**config.mk**
```make
export PLATFORM = sky130hd
export DESIGN_NAME = sdr_cmd_seq
export DESIGN_NICKNAME = d
export VERILOG_FILES = /design/src/rtl/sdr_seq_pkg.sv /design/src/rtl/sdr_wait_timer.sv /design/src/rtl/sdr_refresh_timer.sv /design/src/rtl/sdr_rd_capture.sv /design/src/rtl/sdr_cmd_seq.sv
export SDC_FILE = /design/constraint.sdc
export NUM_CORES = 1
export LEC_CHECK = 0
export BUFFER_PORTS_ARGS = -buffer_cell sky130_fd_sc_hd__buf_2
export CAP_MARGIN = 20
export CORE_ASPECT_RATIO = 0.5
export CORE_MARGIN = 8
export CORE_UTILIZATION = 56
export CTS_CLUSTER_SIZE = 12
export DETAILED_ROUTE_END_ITERATION = 10
export PLACE_DENSITY = 0.83
export SETUP_SLACK_MARGIN = 0.05
export SYNTH_ARGS = -nofsm -noshare
export SYNTH_HDL_FRONTEND = slang
export SYNTH_SLANG_ARGS = --single-unit
export TNS_END_PERCENT = 30
```
**constraint.sdc**
```tcl
create_clock -name clk -period 5.2 [get_ports clk]
set_clock_uncertainty 0.2 [all_clocks]
set_input_delay 0.26 -clock clk [delete_from_list [all_inputs] [get_ports clk]]
set_output_delay 0.26 -clock clk [all_outputs]
set_load 0.005 [all_outputs]
```
**src/rtl/sdr_seq_pkg.sv**
```systemverilog
package sdr_seq_pkg;

  typedef enum logic [3:0] {
    CMD_MRS = 4'b0000,
    CMD_REF = 4'b0001,
    CMD_PRE = 4'b0010,
    CMD_ACT = 4'b0011,
    CMD_WR  = 4'b0100,
    CMD_RD  = 4'b0101,
    CMD_NOP = 4'b0111
  } sdr_cmd_e;

  typedef enum logic [2:0] {
    F_CL, F_TRCD, F_TRAS, F_TRC, F_TRP, F_TRRC
  } prof_field_e;

  localparam int TMRD_CYC = 2;
  localparam int TDAL_CYC = 5;

  // profile 0: 7.5 ns clock, profile 1: 10 ns clock
  function automatic int prof(input int sel, input prof_field_e f);
    int v;
    v = 0;
    if (sel == 0) begin
      case (f)
        F_CL:    v = 3;
        F_TRCD:  v = 3;
        F_TRAS:  v = 6;
        F_TRC:   v = 9;
        F_TRP:   v = 3;
        default: v = 9;
      endcase
    end else begin
      case (f)
        F_CL:    v = 2;
        F_TRCD:  v = 2;
        F_TRAS:  v = 5;
        F_TRC:   v = 7;
        F_TRP:   v = 2;
        default: v = 7;
      endcase
    end
    return v;
  endfunction

  function automatic int max2(input int a, input int b);
    return (a > b) ? a : b;
  endfunction

endpackage

```
**src/rtl/sdr_wait_timer.sv**
```systemverilog
module sdr_wait_timer #(
  parameter int W    = 16,
  parameter int INIT = 10
) (
  input  logic         clk,
  input  logic         rst,
  input  logic         load,
  input  logic [W-1:0] load_val,
  output logic         zero
);
  logic [W-1:0] cnt;

  always_ff @(posedge clk) begin
    if (rst)
      cnt <= W'(INIT);
    else if (load)
      cnt <= load_val;
    else if (cnt != '0)
      cnt <= cnt - 1'b1;
  end

  assign zero = (cnt == '0);


  load_when_expired_chk: assert property (@(posedge clk) disable iff (rst)
    load |-> zero);

endmodule

```
**src/rtl/sdr_refresh_timer.sv**
```systemverilog
module sdr_refresh_timer #(
  parameter int INTERVAL = 1560
) (
  input  logic clk,
  input  logic rst,
  input  logic ack,
  output logic pend
);
  localparam int CW = (INTERVAL > 1) ? $clog2(INTERVAL) : 1;

  logic [CW-1:0] cnt;
  logic          tick;

  assign tick = (cnt == CW'(INTERVAL - 1));

  always_ff @(posedge clk) begin
    if (rst) begin
      cnt  <= '0;
      pend <= 1'b0;
    end else begin
      cnt <= tick ? '0 : cnt + 1'b1;
      if (tick)
        pend <= 1'b1;
      else if (ack)
        pend <= 1'b0;
    end
  end


  pend_hold_chk: assert property (@(posedge clk) disable iff (rst)
    (pend && !ack) |=> pend);

endmodule

```
**src/rtl/sdr_rd_capture.sv**
```systemverilog
module sdr_rd_capture #(
  parameter int CL     = 3,
  parameter int DATA_W = 16
) (
  input  logic              clk,
  input  logic              rst,
  input  logic              launch,
  input  logic [DATA_W-1:0] dq_in,
  output logic              rd_valid,
  output logic [DATA_W-1:0] rd_data
);
  logic [CL:0] pipe;

  always_ff @(posedge clk) begin
    if (rst) begin
      pipe     <= '0;
      rd_valid <= 1'b0;
      rd_data  <= '0;
    end else begin
      pipe     <= {pipe[CL-1:0], launch};
      rd_valid <= pipe[CL];
      if (pipe[CL])
        rd_data <= dq_in;
    end
  end


  rd_pulse_chk: assert property (@(posedge clk) disable iff (rst)
    rd_valid |=> !rd_valid);

endmodule

```
**src/rtl/sdr_cmd_seq.sv**
```systemverilog
module sdr_cmd_seq
  import sdr_seq_pkg::*;
#(
  parameter int SPEED_SEL        = 0,
  parameter int POWERUP_CYC      = 26600,
  parameter int REFRESH_INTERVAL = 1560,
  parameter int DATA_W           = 16,
  parameter int BANK_W           = 2,
  parameter int ROW_W            = 12,
  parameter int COL_W            = 9
) (
  input  logic                          clk,
  input  logic                          rst,
  input  logic                          req_valid,
  output logic                          req_ready,
  input  logic                          req_write,
  input  logic [BANK_W+ROW_W+COL_W-1:0] req_addr,
  input  logic [DATA_W-1:0]             req_wdata,
  output logic                          rd_valid,
  output logic [DATA_W-1:0]             rd_data,
  output logic                          sd_cs_n,
  output logic                          sd_ras_n,
  output logic                          sd_cas_n,
  output logic                          sd_we_n,
  output logic [BANK_W-1:0]             sd_ba,
  output logic [ROW_W-1:0]              sd_addr,
  output logic [DATA_W-1:0]             sd_dq_out,
  output logic                          sd_dq_oe,
  input  logic [DATA_W-1:0]             sd_dq_in
);
  localparam int CL     = prof(SPEED_SEL, F_CL);
  localparam int TRCD   = prof(SPEED_SEL, F_TRCD);
  localparam int TRC    = prof(SPEED_SEL, F_TRC);
  localparam int TRP    = prof(SPEED_SEL, F_TRP);
  localparam int TRRC   = prof(SPEED_SEL, F_TRRC);
  localparam int RD_GAP = max2(TRC - TRCD, CL + 1);
  localparam int WR_GAP = max2(TRC - TRCD, TDAL_CYC);
  localparam int TMR_W  = $clog2(POWERUP_CYC + 32);
  localparam logic [ROW_W-1:0] MODE_WORD = ROW_W'(CL << 4);

  typedef enum logic [2:0] {
    ST_PWR, ST_IREF1, ST_IREF2, ST_IMRS, ST_IDLE, ST_COL
  } seq_state_e;

  seq_state_e  st, st_d;
  sdr_cmd_e    cmd_q, cmd_d;
  logic [BANK_W-1:0] ba_d;
  logic [ROW_W-1:0]  addr_d;
  logic [DATA_W-1:0] dout_d;
  logic              oe_d;

  logic             tmr_load, tmr_zero;
  logic [TMR_W-1:0] tmr_val;
  logic             ref_pend, ref_ack;
  logic             accept, launch_rd;

  logic              wr_q;
  logic [BANK_W-1:0] bank_q;
  logic [COL_W-1:0]  col_q;
  logic [DATA_W-1:0] wdata_q;

  sdr_wait_timer #(.W(TMR_W), .INIT(POWERUP_CYC - 1)) i_wait (
    .clk(clk), .rst(rst), .load(tmr_load), .load_val(tmr_val), .zero(tmr_zero)
  );

  sdr_refresh_timer #(.INTERVAL(REFRESH_INTERVAL)) i_refresh (
    .clk(clk), .rst(rst), .ack(ref_ack), .pend(ref_pend)
  );

  sdr_rd_capture #(.CL(CL), .DATA_W(DATA_W)) i_capture (
    .clk(clk), .rst(rst), .launch(launch_rd), .dq_in(sd_dq_in),
    .rd_valid(rd_valid), .rd_data(rd_data)
  );

  assign req_ready = (st == ST_IDLE) && tmr_zero && !ref_pend;

  always_comb begin
    st_d      = st;
    cmd_d     = CMD_NOP;
    ba_d      = sd_ba;
    addr_d    = sd_addr;
    dout_d    = sd_dq_out;
    oe_d      = 1'b0;
    tmr_load  = 1'b0;
    tmr_val   = '0;
    ref_ack   = 1'b0;
    accept    = 1'b0;
    launch_rd = 1'b0;
    if (tmr_zero) begin
      case (st)
        ST_PWR: begin
          cmd_d      = CMD_PRE;
          addr_d     = '0;
          addr_d[10] = 1'b1;
          tmr_load   = 1'b1;
          tmr_val    = TMR_W'(TRP - 1);
          st_d       = ST_IREF1;
        end
        ST_IREF1: begin
          cmd_d    = CMD_REF;
          tmr_load = 1'b1;
          tmr_val  = TMR_W'(TRRC - 1);
          st_d     = ST_IREF2;
        end
        ST_IREF2: begin
          cmd_d    = CMD_REF;
          tmr_load = 1'b1;
          tmr_val  = TMR_W'(TRRC - 1);
          st_d     = ST_IMRS;
        end
        ST_IMRS: begin
          cmd_d    = CMD_MRS;
          ba_d     = '0;
          addr_d   = MODE_WORD;
          tmr_load = 1'b1;
          tmr_val  = TMR_W'(TMRD_CYC - 1);
          st_d     = ST_IDLE;
        end
        ST_IDLE: begin
          if (ref_pend) begin
            cmd_d    = CMD_REF;
            ref_ack  = 1'b1;
            tmr_load = 1'b1;
            tmr_val  = TMR_W'(TRRC - 1);
          end else if (req_valid) begin
            cmd_d    = CMD_ACT;
            ba_d     = req_addr[BANK_W+ROW_W+COL_W-1 -: BANK_W];
            addr_d   = req_addr[ROW_W+COL_W-1 -: ROW_W];
            accept   = 1'b1;
            tmr_load = 1'b1;
            tmr_val  = TMR_W'(TRCD - 1);
            st_d     = ST_COL;
          end
        end
        ST_COL: begin
          cmd_d               = wr_q ? CMD_WR : CMD_RD;
          ba_d                = bank_q;
          addr_d              = '0;
          addr_d[COL_W-1:0]   = col_q;
          addr_d[10]          = 1'b1;
          oe_d                = wr_q;
          dout_d              = wdata_q;
          launch_rd           = !wr_q;
          tmr_load            = 1'b1;
          tmr_val             = wr_q ? TMR_W'(WR_GAP - 1) : TMR_W'(RD_GAP - 1);
          st_d                = ST_IDLE;
        end
        default: st_d = ST_PWR;
      endcase
    end
  end

  always_ff @(posedge clk) begin
    if (rst) begin
      st        <= ST_PWR;
      cmd_q     <= CMD_NOP;
      sd_ba     <= '0;
      sd_addr   <= '0;
      sd_dq_out <= '0;
      sd_dq_oe  <= 1'b0;
      wr_q      <= 1'b0;
      bank_q    <= '0;
      col_q     <= '0;
      wdata_q   <= '0;
    end else begin
      st        <= st_d;
      cmd_q     <= cmd_d;
      sd_ba     <= ba_d;
      sd_addr   <= addr_d;
      sd_dq_out <= dout_d;
      sd_dq_oe  <= oe_d;
      if (accept) begin
        wr_q    <= req_write;
        bank_q  <= req_addr[BANK_W+ROW_W+COL_W-1 -: BANK_W];
        col_q   <= req_addr[COL_W-1:0];
        wdata_q <= req_wdata;
      end
    end
  end

  assign {sd_cs_n, sd_ras_n, sd_cas_n, sd_we_n} = cmd_q;


  act_then_nop_chk: assert property (@(posedge clk) disable iff (rst)
    (cmd_q == CMD_ACT) |=> (cmd_q == CMD_NOP));


  col_autopre_chk: assert property (@(posedge clk) disable iff (rst)
    (cmd_q == CMD_RD || cmd_q == CMD_WR) |-> sd_addr[10]);


  oe_only_write_chk: assert property (@(posedge clk) disable iff (rst)
    sd_dq_oe |-> (cmd_q == CMD_WR));


  ref_first_chk: assert property (@(posedge clk) disable iff (rst)
    (ref_pend && st == ST_IDLE && tmr_zero) |=> (cmd_q == CMD_REF));

endmodule

```
==> flow_metrics.tcl <==
set metrics [dict create \
    ys_seq_area_frac 0.469 \
    syn_area_sq_mm 0.00483 \
    synth_edf_count 0 \
    wl_per_cell_um 15.4 \
    drt-vias-per-instance 5.35 \
    num_rows 24 \
    io_pins 112 \
    timing.hold.ws_ps 68.8 \
    top_layer "met4" \
    worst_slack_ps 2190 \
    peakVddDrop_mv 0.247 \
    slew_headroom 0.314 \
    switching_share 0.191 \
    mostFrequentLayoutCells "dfxtp_1 (113), buf_2 (110), nand2_1 (109), mux2i_1 (72), dlygate4sd3_1 (47)" \
    setup_viol_count_final 0 \
    worst_hold_path_type "input pin to register" \
    drt-initial-drc-count 230 \
    clk_latency_ps 400 \
    clk_pin_slew_ps 50 \
    start_util 0.566 \
    p_sw_uw 433 \
    start_kind "register" \
    cts_buffers 17 \
    fmax_mhz 332 \
    synth_mux_area_frac 0.173 \
    clock-root-buffer "clkbuf_16" \
    dpl_worst_slack_ps 2270 \
    crit_fanout 16 \
    avgSynthCellArea_sq_um 9.30 \
    yosys.area_share.xor_xnor 0.0163 \
    power_mw 2.27 \
    synth_fa_ha_area_frac 0.00519 \
    grt_pass1_wl_um 20300 \
    crit_type "register to register" \
    overflow 0 \
    wl_met2_um 5980 \
    cellLeakagePower_nw 2.61 \
    grt_usage 0.207 \
    fillCellCount 560 \
    synth_seq_cells 113 \
    cts_tree "done" \
    die_w_um 147 \
    synth-compound-area-share 0.0607 \
    synthFlopType "dfxtp_1" \
    pwr_density_cell_mw_per_mm2 349 \
    cap_violations 0 \
    drc_errors 0 \
    cp-end-kind "register" \
    final_hold_viol_count 0 \
    vias 4245 \
    tightest_slew_ps 1020 \
    crit_arrival_ps 3130 \
    placed_cells 713 \
    die-height_um 81.6 \
    drv_slew 0 \
    first_pass_iters 6 \
    rsz0062_at_grt "false" \
    fin_cells 793 \
    crit_required_ps 5320 \
    clkSinkCount 113 \
    routed_wl_um 12200 \
    seqPwrFrac 0.385 \
    synthSimpleGateAreaFrac 0.229 \
    dp_hpwl_um 7250 \
    first_global_vias 4233 \
    clkPwrFrac 0.575 \
    htreeDepth 4 \
    route.met3.wl_um 728 \
    yosys_warnings 0 \
    syn_inst 519 \
    antenna_found_initial 0 \
    drive_above_1_share 0.241 \
    period_share 0.579 \
    core_sq_mm 0.00853 \
    cts_buffer_depth 2 \
    synth.distinct_cells 52 \
    m1WireLength_um 5370 \
    die_area_sq_mm 0.0120 \
    antenna_cells 0 \
    outcome "finished clean" \
    finish.net_count 724 \
    syn_nets 580 \
    place_congestion 0.836 \
    internal-power_mw 1.84 \
    ys_async_sr_fraction 0 \
    finalCriticalPeriod_ps 3010 \
    tns_ps 0 \
    synth_top_family_by_area "simple AND/OR/NAND/NOR gates" \
    port_buffers 110 \
    drtAntennaViolNets 0 \
    final_common_cell "dfxtp_1" \
    area_growth_pct 35.0 \
    grt_start_max_net_pins 58 \
    p_comb_frac 0.040 \
]
[final timing paths]
kind | slack, ps | start | cells after the start | end
hold reg to reg | 240 | i_capture.pipe[2] | 1 | i_capture.pipe[3]
hold / removal | 70 | req_addr[12] | 4 | sd_addr[3]
setup / recovery | 2190 | i_wait.cnt[1] | 6 | sd_dq_out[14]
setup reg to reg | 2190 | i_wait.cnt[1] | 6 | sd_dq_out[14]
[stage by stage]
stage	cell area (sq um)	utilization
after floorplan	4830	-
after global placement	5350	0.627
after detailed placement	5350	0.627
after CTS	6490	0.761
after global routing	6520	0.764
final	6520	0.764
[worst max-delay path: stages (launching register included)]
cell	delay, ps
dfxtp_1	350
inv_1	90
ha_1	200
nor3b_2	430
and4_1	510
and3_1	860
mux2i_1	300
[cells in the mapped netlist, types with 4 or more instances]
cell type / number / area [sq um]
inv_1: 6 / 22.5
mux2i_1: 72 / 721
nor3_1: 10 / 50.1
nand3b_1: 4 / 30.0
xnor2_1: 4 / 35.0
a21oi_1: 13 / 65.1
clkbuf_1: 23 / 86.3
and3_1: 5 / 31.3
nand2_1: 109 / 409
xor2_1: 5 / 43.8
mux2_2: 9 / 101
nand4_1: 6 / 37.5
o31ai_1: 5 / 37.5
buf_2: 4 / 20.0
o21ai_0: 12 / 60.1
nand3_1: 10 / 50.1
o211ai_1: 5 / 37.5
nor2b_1: 11 / 68.8
nor2_1: 37 / 139
dfxtp_1: 113 / 2260
[layer usage]
metal / track usage / up-vias
li1: - / 2081
met1: 0.242 / 2005
met2: 0.365 / 145
met3: 0.0605 / 14
met4: 0.0716 / 0
met5: 0 / -
[final cells by class]
type | instances | area, sq um | share of cell area
Sequential cell | 113 | 2260 | 0.347
Clock buffer | 21 | 460 | 0.0707
Clock inverter | 11 | 208 | 0.0319
Inverter | 7 | 26.3 | 0.00403
Multi-Input combinational cell | 364 | 2350 | 0.361
Timing Repair Buffer | 160 | 1060 | 0.163
Tap cell | 117 | 146 | 0.0225
[kinds of logic (layout without fill, tap and decap cells)]
family / after synthesis / after routing
buffers and inverters: 42 / 199
muxes: 82 / 82
adders and majority gates: 2 / 2
other: 1 / 1
AOI/OAI and AO/OA: 47 / 47
and+or+nand+nor: 223 / 223
DFF: 113 / 113
xor gates and xnor gates: 9 / 9
[power groups by stage]
stage / Sequential [mW] / Clock, mW / Combinational [mW]
2_1_floorplan: 0.892 / 0 / 0.0323
3_3_place_gp: 0.893 / 0 / 0.0596
3_5_place_dp: 0.893 / 0 / 0.0597
4_1_cts: 0.875 / 1.32 / 0.0878
5_1_grt: 0.875 / 1.37 / 0.0992
6_report: 0.875 / 1.31 / 0.0901
[flip-flops by register name, indices dropped and copies added (netlist names)]
signal,count
bank_q,2
cmd_q,3
col_q,9
i_capture.pipe,4
i_capture.rd_data,16
i_capture.rd_valid,1
i_refresh.cnt,11
i_refresh.pend,1
i_wait.cnt,15
sd_addr,12
sd_ba,2
sd_dq_oe,1
sd_dq_out,16
st,3
wdata_q,16
wr_q,1
[timing repair]
action / CTS / global route
hold endpoints to repair: 47 / 0
buffers inserted: 0 / 0
hold buffers: 47 / 0
resized for setup: 0 / 0
Power figures use the tool's default switching activity.
